--- config.mk ---
export PLATFORM = sky130hd
export DESIGN_NAME = irq_regbank
export DESIGN_NICKNAME = d
export VERILOG_FILES = /design/src/rtl/irqbank_pkg.sv /design/src/rtl/irqbank_decode.sv /design/src/rtl/irqbank_irqact.sv /design/src/rtl/irq_regbank.sv
export SDC_FILE = /design/constraint.sdc
export NUM_CORES = 1
export LEC_CHECK = 0
export ABC_CLOCK_PERIOD_IN_PS = 3200
export BUFFER_PORTS_ARGS = -buffer_cell sky130_fd_sc_hd__buf_2
export CAP_MARGIN = 20
export CORE_UTILIZATION = 30
export CTS_CLUSTER_DIAMETER = 100
export CTS_CLUSTER_SIZE = 25
export DETAILED_ROUTE_END_ITERATION = 10
export SLEW_MARGIN = 25
export SYNTH_ARGS = -nofsm -noshare
export SYNTH_HDL_FRONTEND = slang
export SYNTH_SLANG_ARGS = --single-unit
export TNS_END_PERCENT = 30
--- constraint.sdc ---
create_clock -name clk -period 3.2 [get_ports clk]
set_clock_uncertainty 0.2 [all_clocks]
set_input_delay 0.16 -clock clk [delete_from_list [all_inputs] [get_ports clk]]
set_output_delay 0.16 -clock clk [all_outputs]
set_load 0.01 [all_outputs]
--- src/rtl/irqbank_pkg.sv ---
package irqbank_pkg;

    localparam int DATA_W    = 32;
    localparam int NUM_SLOTS = 6;

    // slot indices (one per decoded word address)
    localparam int SLOT_DSC0 = 0;
    localparam int SLOT_DSC1 = 1;
    localparam int SLOT_CFG  = 2;
    localparam int SLOT_EVT  = 3;
    localparam int SLOT_SWS  = 4;
    localparam int SLOT_SWC  = 5;

    // data bits with side effects on the interrupt line
    localparam int BIT_DOORBELL = 29;
    localparam int BIT_ACK_LO   = 16;
    localparam int BIT_ACK_HI   = 29;
    localparam int BIT_CFG_ONE  = 17;

    function automatic int unsigned slot_offset(input int idx);
        case (idx)
            SLOT_DSC0: slot_offset = 32'h028;
            SLOT_DSC1: slot_offset = 32'h02C;
            SLOT_CFG:  slot_offset = 32'h04C;
            SLOT_EVT:  slot_offset = 32'h050;
            SLOT_SWS:  slot_offset = 32'h1F0;
            default:   slot_offset = 32'h1F4;
        endcase
    endfunction

    typedef struct packed {
        logic [DATA_W-1:0] dsc0;
        logic [DATA_W-1:0] dsc1;
        logic [DATA_W-1:0] cfg;
        logic [DATA_W-1:0] evt;
        logic [DATA_W-1:0] swi;
        logic              irq;
        logic              rsp_valid;
        logic [DATA_W-1:0] rsp_rdata;
    } bank_state_t;

endpackage

--- src/rtl/irqbank_decode.sv ---
module irqbank_decode
    import irqbank_pkg::*;
#(
    parameter int ADDR_W = 12
) (
    input  logic [ADDR_W-1:0]    addr,
    output logic [NUM_SLOTS-1:0] hit
);

    // one comparator per slot; misaligned addresses match nothing
    for (genvar g = 0; g < NUM_SLOTS; g++) begin : g_slot
        assign hit[g] = (addr == ADDR_W'(slot_offset(g)));
    end

endmodule

--- src/rtl/irqbank_irqact.sv ---
module irqbank_irqact
    import irqbank_pkg::*;
(
    input  logic                 wr_en,
    input  logic [NUM_SLOTS-1:0] hit,
    input  logic                 bit_lo,
    input  logic                 bit_hi,
    output logic                 raise,
    output logic                 lower
);

    always_comb begin
        raise = wr_en & ((hit[SLOT_DSC1] & bit_hi) | hit[SLOT_SWS]);
        lower = wr_en & ((hit[SLOT_CFG] & bit_lo)
                       | (hit[SLOT_EVT] & (bit_lo | bit_hi))
                       |  hit[SLOT_SWC]);
    end

endmodule

--- src/rtl/irq_regbank.sv ---
module irq_regbank
    import irqbank_pkg::*;
#(
    parameter int ADDR_W = 12
) (
    input  logic              clk,
    input  logic              rst_n,
    input  logic              req_valid,
    output logic              req_ready,
    input  logic              req_write,
    input  logic [ADDR_W-1:0] req_addr,
    input  logic [DATA_W-1:0] req_wdata,
    output logic              rsp_valid,
    output logic [DATA_W-1:0] rsp_rdata,
    output logic              irq_o
);

    localparam logic [DATA_W-1:0] CFG_FORCE = DATA_W'(1) << BIT_CFG_ONE;

    bank_state_t          st_d, st_q;
    logic [NUM_SLOTS-1:0] hit;
    logic                 acc, wr_en, rd_en;
    logic                 raise, lower;
    logic [DATA_W-1:0]    rd_word;

    assign req_ready = 1'b1;
    assign acc       = req_valid & req_ready;
    assign wr_en     = acc & req_write;
    assign rd_en     = acc & ~req_write;

    irqbank_decode #(.ADDR_W(ADDR_W)) i_decode (
        .addr (req_addr),
        .hit  (hit)
    );

    irqbank_irqact i_irqact (
        .wr_en  (wr_en),
        .hit    (hit),
        .bit_lo (req_wdata[BIT_ACK_LO]),
        .bit_hi (req_wdata[BIT_DOORBELL]),
        .raise  (raise),
        .lower  (lower)
    );

    always_comb begin
        rd_word = '0;
        if (hit[SLOT_DSC0])                  rd_word = st_q.dsc0;
        if (hit[SLOT_DSC1])                  rd_word = st_q.dsc1;
        if (hit[SLOT_CFG])                   rd_word = st_q.cfg | CFG_FORCE;
        if (hit[SLOT_EVT])                   rd_word = st_q.evt;
        if (hit[SLOT_SWS] || hit[SLOT_SWC])  rd_word = st_q.swi;
    end

    always_comb begin
        st_d           = st_q;
        st_d.rsp_valid = acc;
        st_d.rsp_rdata = rd_en ? rd_word : '0;
        if (wr_en) begin
            if (hit[SLOT_DSC0]) st_d.dsc0 = req_wdata;
            if (hit[SLOT_DSC1]) st_d.dsc1 = req_wdata;
            if (hit[SLOT_CFG])  st_d.cfg  = req_wdata;
            if (hit[SLOT_EVT])  st_d.evt  = req_wdata;
            if (hit[SLOT_SWS])  st_d.swi  = st_q.swi | req_wdata;
            if (hit[SLOT_SWC])  st_d.swi  = st_q.swi & ~req_wdata;
        end
        if (raise)      st_d.irq = 1'b1;
        else if (lower) st_d.irq = 1'b0;
    end

    always_ff @(posedge clk or negedge rst_n) begin
        if (!rst_n) st_q <= '0;
        else        st_q <= st_d;
    end

    assign rsp_valid = st_q.rsp_valid;
    assign rsp_rdata = st_q.rsp_rdata;
    assign irq_o     = st_q.irq;

endmodule

==> results of run 1 <==
==> cells in the final DEF (no fill, tap or decap), types with 4 or more instances in the layout <==
| master | synthesis | routed |
|---|---|---|
| nand3_1 | 4 | 4 |
| buf_2 | 5 | 80 |
| nand2_1 | 72 | 72 |
| clkbuf_16 | 0 | 17 |
| buf_4 | 41 | 17 |
| dfrtp_1 | 193 | 193 |
| a222oi_1 | 18 | 18 |
| a221oi_1 | 12 | 12 |
| buf_12 | 1 | 5 |
| o21ai_1 | 6 | 6 |
| nor3_1 | 15 | 15 |
| mux2_1 | 23 | 23 |
| nor2_1 | 22 | 20 |
| o21ai_0 | 26 | 26 |
| inv_6 | 0 | 4 |
| o22ai_1 | 12 | 12 |
| dlygate4sd3_1 | 1 | 34 |
| mux2_2 | 153 | 153 |
==> kinds of logic after synthesis <==
group	share of synthesized area, %
buffers and inverters	6.50
and+or+nand+nor	8.10
muxes	22.9
DFF	55.5
AOI/OAI and AO/OA	6.95
other	0.0431
==> where the power goes <==
part,switching [W],internal [W]
clock network,0.000966,0.00129
registers,0.00000298,0.00244
logic,0.000129,0.0000777
total,0.00110,0.00381
==> worst paths after layout <==
path,start,endpoint,slack (ns),cells past startpoint
setup / recovery,req_addr[1],rsp_rdata[9],1.12,7
hold / removal,req_addr[1],rsp_rdata[17],0.04,4
setup reg to reg,st_q[107],rsp_rdata[9],1.80,3
hold reg to reg,flip-flop,flip-flop,0.28,2
max in group asynchronous,rst_n,async pin,1.85,3
min in group asynchronous,rst_n,st_q[174],0.16,2
==> per-layer routing <==
layer / part of all wire, % / global-route usage, % / vias up
met2: 48 / 22.9 / 112
met4: 0.75 / 3.58 / 0
li1: - / - / 2524
met3: 4.5 / 2.98 / 10
met5: 0 / 0 / -
met1: 47 / 19.7 / 2775
==> through the flow <==
stage               hold slack (ns)  cells  utilization [%]  area (µm²)
finish                       0.0402   1139             36.3       10200
global route                 0.0122   1139             36.3       10200
CTS                         0.00868   1139             36.3       10200
detailed placement           0.0941   1073             32.9        9270
global placement             0.0916   1073             32.9        9270
floorplan                    -0.336    666                -        8700
==> worst reg2reg max path, stage by stage, from the launching register on <==
cell and delay (ns):
dfrtp_1 0.40, mux2_2 0.27, a222oi_1 0.32, nor2_1 0.08
==> area by class of cell <==
type                            instances  share of cell area, %
Clock buffer                           19                   4.42
Clock inverter                         13                   1.67
Tap cell                              378                   4.62
Sequential cell                       193                   47.2
Multi-Input combinational cell        397                   32.4
Timing Repair Buffer                  137                   9.60
Inverter                                2                 0.0733
==> repair_timing <==
| item | 4_1_cts | 5_1_grt |
|---|---|---|
| hold endpoints to repair | 253 | 0 |
| setup endpoints to repair | 0 | 0 |
| hold buffers | 34 | 0 |
| resized for setup | 0 | 0 |
| setup buffers | 0 | 0 |
==> reports/metrics.cfg, run 1 <==
[finish]
drive_gt1_share_pct=40.6
multi_input_comb_area_um2=3320
nets=796
area_delta_synth_final_pct=17.7
diodes=0
seq_area_um2=4830
fillCellCount=2762

[global_route]
overflow=0
grt_first_pass_wirelength_um=32200
grt_pass1_vias=5678
grt_antenna_before_repair=0
grt_use_total_pct=14.3
grt_max_degree=95

[detailed_routing]
avgRoutedWirePerCell_um=17.4
drtPass1Iterations=6
drc=0
vias_per_cell=4.76
drt_iter0_drc=325
num_vias=5421
ant_nets=0
drt-total-wl_um=19800

[synth]
ys_ff_latch=193
synthesis.nets=714
seq_area_frac_synth_pct=55.5
yosys_warnings=0
syn_area_per_cell_um2=13.1
yosys.area.top_type=dfrtp_1
ys_types=51
synthTopCellsByArea=dfrtp_1 (56%), mux2_2 (20%), buf_4 (3.5%), nand2_1 (3.1%), mux2_1 (3.0%)
synth_most_common_cell=dfrtp_1
synth_common_cells=dfrtp_1 (193), mux2_2 (153), nand2_1 (72), buf_4 (41), o21ai_0 (26)
synth_top_area_share_pct=55.5
ys_async_sr_fraction_pct=100
synth_ff_type=dfrtp_1
netlist_area_um2=8700
syn_inst=666
synth_edf_count=0

[worst_setup_path]
critPathArrivalTime_ns=2.17
worstPathCellList=buf_2, or4b_4, nor2_8, buf_4, mux2_2, a222oi_1, nor2_1
start_kind=input pin
cpMaxStageDelayCell=or4b_4
end_kind=flip-flop
cp_max_fo=13
crit_family=simple AND/OR/NAND/NOR gates
required_ns=3.30
criticalPathCategory=in2reg
critPathMaxStageDelay_ns=0.60
path_buf_inv=2

[sta]
fin_ws_ns=1.12
worst_slew_pin_slew_ns=0.808
rsz0062_at_grt=false
setup_viol=0
setup_tns_ns=0
slew_headroom_pct=46.1
min_period_over_period_pct=64.9
slew_violations=0
hold_viol=0
fmax_ghz=0.482
finalCriticalPeriod_ns=2.08

[clock_tree]
cts_tree=done
insertion_delay_ns=0.43
htreeDepth=4
cts_root_buffer=clkbuf_16
numCtsBuffers=17
clock-sinks=193
cts.path.max_buffers=2
clk_pin_slew_ns=0.07

[floorplanning]
dieHeight_um=172
die_width_um=172
die-area_um2=29700
io_pins=83
core_area_um2=28200
initial_core_util_pct=30.9
num_rows=61

[power]
p_leak_nw=4.97
power_density_nw_per_um2=480
power_w=0.00491
irDropWorstVdd_v=0.000257

[flow_run]
drv_cap=0

[placement]
pre_cts_ws_ns=0.664
hpwl_um=13100
place_congestion=0.731
portBuffers=81

[worst_hold_path]
hold_class=in2reg

[status]
status=finished clean

(Power assumes the default switching activity.)
==> run 2, diff against run 1 <==
--- a/config.mk
+++ b/config.mk
@@ -5,7 +5,7 @@
 export SDC_FILE = /design/constraint.sdc
 export NUM_CORES = 1
 export LEC_CHECK = 0
-export ABC_CLOCK_PERIOD_IN_PS = 3200
+export ABC_CLOCK_PERIOD_IN_PS = 1700
 export BUFFER_PORTS_ARGS = -buffer_cell sky130_fd_sc_hd__buf_2
 export CAP_MARGIN = 20
 export CORE_UTILIZATION = 30
==> constraint.sdc (replaced) <==
create_clock -name clk -period 1.7 [get_ports clk]
set_clock_uncertainty 0.2 [all_clocks]
set_input_delay 0.085 -clock clk [delete_from_list [all_inputs] [get_ports clk]]
set_output_delay 0.085 -clock clk [all_outputs]
set_load 0.01 [all_outputs]
==> run 2 against run 1 <==
  * The flow now finishes with violations (hold timing)
  * Utilization grew 2.5 points
  * Combinational power up 130%
  * Critical path type unchanged
  * Critical path depth did not move
  * Critical endpoint is now rsp_rdata[6]
  * Cell count grew 4.0%
  * Setup slack lost 1.1 ns
  * Total power up 87%
  * Clock power is 81% higher
  * Via count is 5.5% higher
  * Register-to-register slack worse by 1.5 ns
  * Die area unchanged
  * Sequential cell count unchanged
  * Worst hold slack worse by 0.050 ns
==> reports/metrics.cfg, run 2 (synthesized netlist as in run 1, its figures left out) <==
[power]
seqPwrFrac_pct=50.2  ; was 49.8%
power.switching_w=0.00215  ; was 0.00110 W
p_sw_share_pct=23.4  ; was 22.4%
p_clk_share_pct=44.7  ; was 46.0%
irDropWorstVdd_v=0.000527  ; was 0.000257 V
p_leak_nw=5.28  ; was 4.97 nW
combPwrFrac_pct=5.1  ; was 4.2%
p_int_w=0.00702  ; was 0.00381 W
power_density_nw_per_um2=839  ; was 480 nW/µm²

[global_route]
grt_pass1_vias=5973  ; was 5678
grt_use_total_pct=15.3  ; was 14.3%
overflow=0  ; unchanged
grt_antenna_before_repair=2  ; was 0
grt_first_pass_wirelength_um=34000  ; was 32200 µm
grt_max_degree=55  ; was 95

[sta]
fmax_ghz=0.594
worst_slew_pin_slew_ns=0.557  ; was 0.808 ns
min_period_over_period_pct=99.1
slew_headroom_pct=62.9  ; was 46.1%
setup_viol=0  ; unchanged
slew_violations=0  ; unchanged
hold_viol=7  ; was 0
finalCriticalPeriod_ns=1.68
hold_ws_ns=-0.00958  ; was 0.0402 ns
rsz0062_at_grt=true  ; was false

[clock_tree]
clock-sinks=193  ; unchanged
cts_tree=done  ; unchanged
htreeDepth=4  ; unchanged
cts.path.max_buffers=2  ; unchanged
numCtsBuffers=17  ; unchanged
insertion_delay_ns=0.43  ; about the same
cts_root_buffer=clkbuf_16  ; unchanged
clk_pin_slew_ns=0.07  ; about the same

[status]
status=finished with violations  ; was finished clean
violations=hold timing

[floorplanning]
dieHeight_um=172  ; unchanged
core_area_um2=28200  ; unchanged
initial_core_util_pct=30.9  ; unchanged
io_pins=83  ; unchanged
num_rows=61  ; unchanged
die-area_um2=29700  ; unchanged
die_width_um=172  ; unchanged

[worst_hold_path]
hold_class=in2async  ; was in2reg

[detailed_routing]
drc=0  ; unchanged
drt_iter0_drc=411  ; was 325
drt-total-wl_um=21500  ; was 19800 µm
ant_nets=0  ; unchanged
avgRoutedWirePerCell_um=18.1  ; was 17.4 µm
num_vias=5718  ; was 5421
vias_per_cell=4.83  ; was 4.76
drtPass1Iterations=5  ; was 6

[worst_setup_path]
criticalPathCategory=in2reg  ; unchanged
critPathMaxStageDelay_ns=0.57  ; was 0.60 ns
cpMaxStageDelayCell=or4b_4  ; unchanged
worstPathCellList=buf_8, or4b_4, nor2_8, buf_4, mux2_4, a222oi_1, nor2_1  ; was buf_2, or4b_4, nor2_8, buf_4, mux2_2, a222oi_1, nor2_1
start_kind=input pin  ; unchanged
cp_max_fo=6  ; was 13
end_kind=flip-flop  ; unchanged
required_ns=1.80  ; was 3.30 ns
critPathArrivalTime_ns=1.78  ; was 2.17 ns

[flow_run]
drv_cap=0  ; unchanged

[finish]
final_cell_mix=dfrtp_1 (193), mux2_2 (126), buf_2 (78)  ; was dfrtp_1 (193), mux2_2 (153), buf_2 (80)
fillCellCount=2643  ; was 2762
nets=841  ; was 796
drive_gt1_share_pct=44.4  ; was 40.6%
fin_area_um2=10900  ; was 10200 µm²
area_delta_synth_final_pct=25.6  ; was 17.7%
final_util_pct=38.8  ; was 36.3%
final_common_cell=dfrtp_1  ; unchanged
finish.cell_count_without_fillers=1185  ; was 1139

[placement]
place_inst=1113  ; was 1073
portBuffers=81  ; unchanged
hpwl_um=14400  ; was 13100 µm
place_congestion=0.766  ; was 0.731
placed_area_um2=9880  ; was 9270 µm²

==> run 2: changes by cell type in the layout (fill, tap and decap cells not counted), sizes merged <==
cell      delta
inv          +1
buf         +45
diode        +1
clkbuf       -1
bufinv       -1
clkinvlp     +1
==> run 2: power by group through the flow <==
stage | clock network (W) | logic [W] | registers, W
4_1_cts | 0.00420 | 0.000470 | 0.00460
6_report | 0.00410 | 0.000468 | 0.00460
5_1_grt | 0.00440 | 0.000518 | 0.00460
3_5_place_dp | 0 | 0.000407 | 0.00469
2_1_floorplan | 0 | 0.0000992 | 0.00470
3_3_place_gp | 0 | 0.000404 | 0.00469
==> run 2: per-layer routing <==
layer  share of wire, %  vias up  wire length (µm)  track usage [%]
met5              0.061        -                13                0
met2                 49      121             10400             25.1
met4                1.5        2               315             4.50
li1                   -     2630                 -                -
met3                4.2       22               905             3.02
met1                 46     2943              9800             20.2
==> run 2: final timing paths <==
path	endpoint	cells after the start	slack (ns)	startpoint
max	rsp_rdata[6]	7	0.02	req_addr[1]
min	rsp_rdata[20]	2	-0.01	rst_n
max reg2reg	rsp_rdata[16]	3	0.28	st_q[114]
min reg2reg	flip-flop	2	0.28	flip-flop
max in group asynchronous	st_q[107]	3	0.68	rst_n
min in group clk	rsp_rdata[17]	3	0.10	req_write
==> run 2: worst max-delay path: cells and delay by family <==
kind / cells / cell delay, ns
mux: 1 / 0.31
simple gates: 3 / 0.78
compound gates: 1 / 0.29
buf+inv: 2 / 0.30
==> run 2: metrics by stage <==
step	setup WS (ns)	power, W	TNS, ns	hold slack [ns]
2_1_floorplan	-0.262	0.00479	-9.10	-0.411
3_3_place_gp	-0.581	0.00510	-61.66	-0.0873
3_5_place_dp	-0.531	0.00510	-61.17	-0.0916
4_1_cts	-0.0256	0.00927	-0.0570	0.0124
5_1_grt	-0.0440	0.00952	-0.260	0.0463
6_report	0.0161	0.00917	0	-0.00958
==> run 2: layout make-up <==
class                   instances  area, µm²  area share [%]
clock buffers                  18        429            3.93
multi-input cells             397       3450            31.6
repair buffers                182       1570            14.3
diodes                          1       2.50          0.0229
inverters                       2       7.51          0.0687
well taps                     378        473            4.33
flip-flops and latches        193       4830            44.2
clock inverters                14        169            1.55
==> run 2: timing repair <==
item                                   in CTS  in global routing
setup buffers                               0                  5
hold buffers                               34                  0
endpoints found under the hold margin     354                  0
gates resized for setup                     2                 17
pin swaps                                   0                 10
setup endpoints to repair                   7                 43
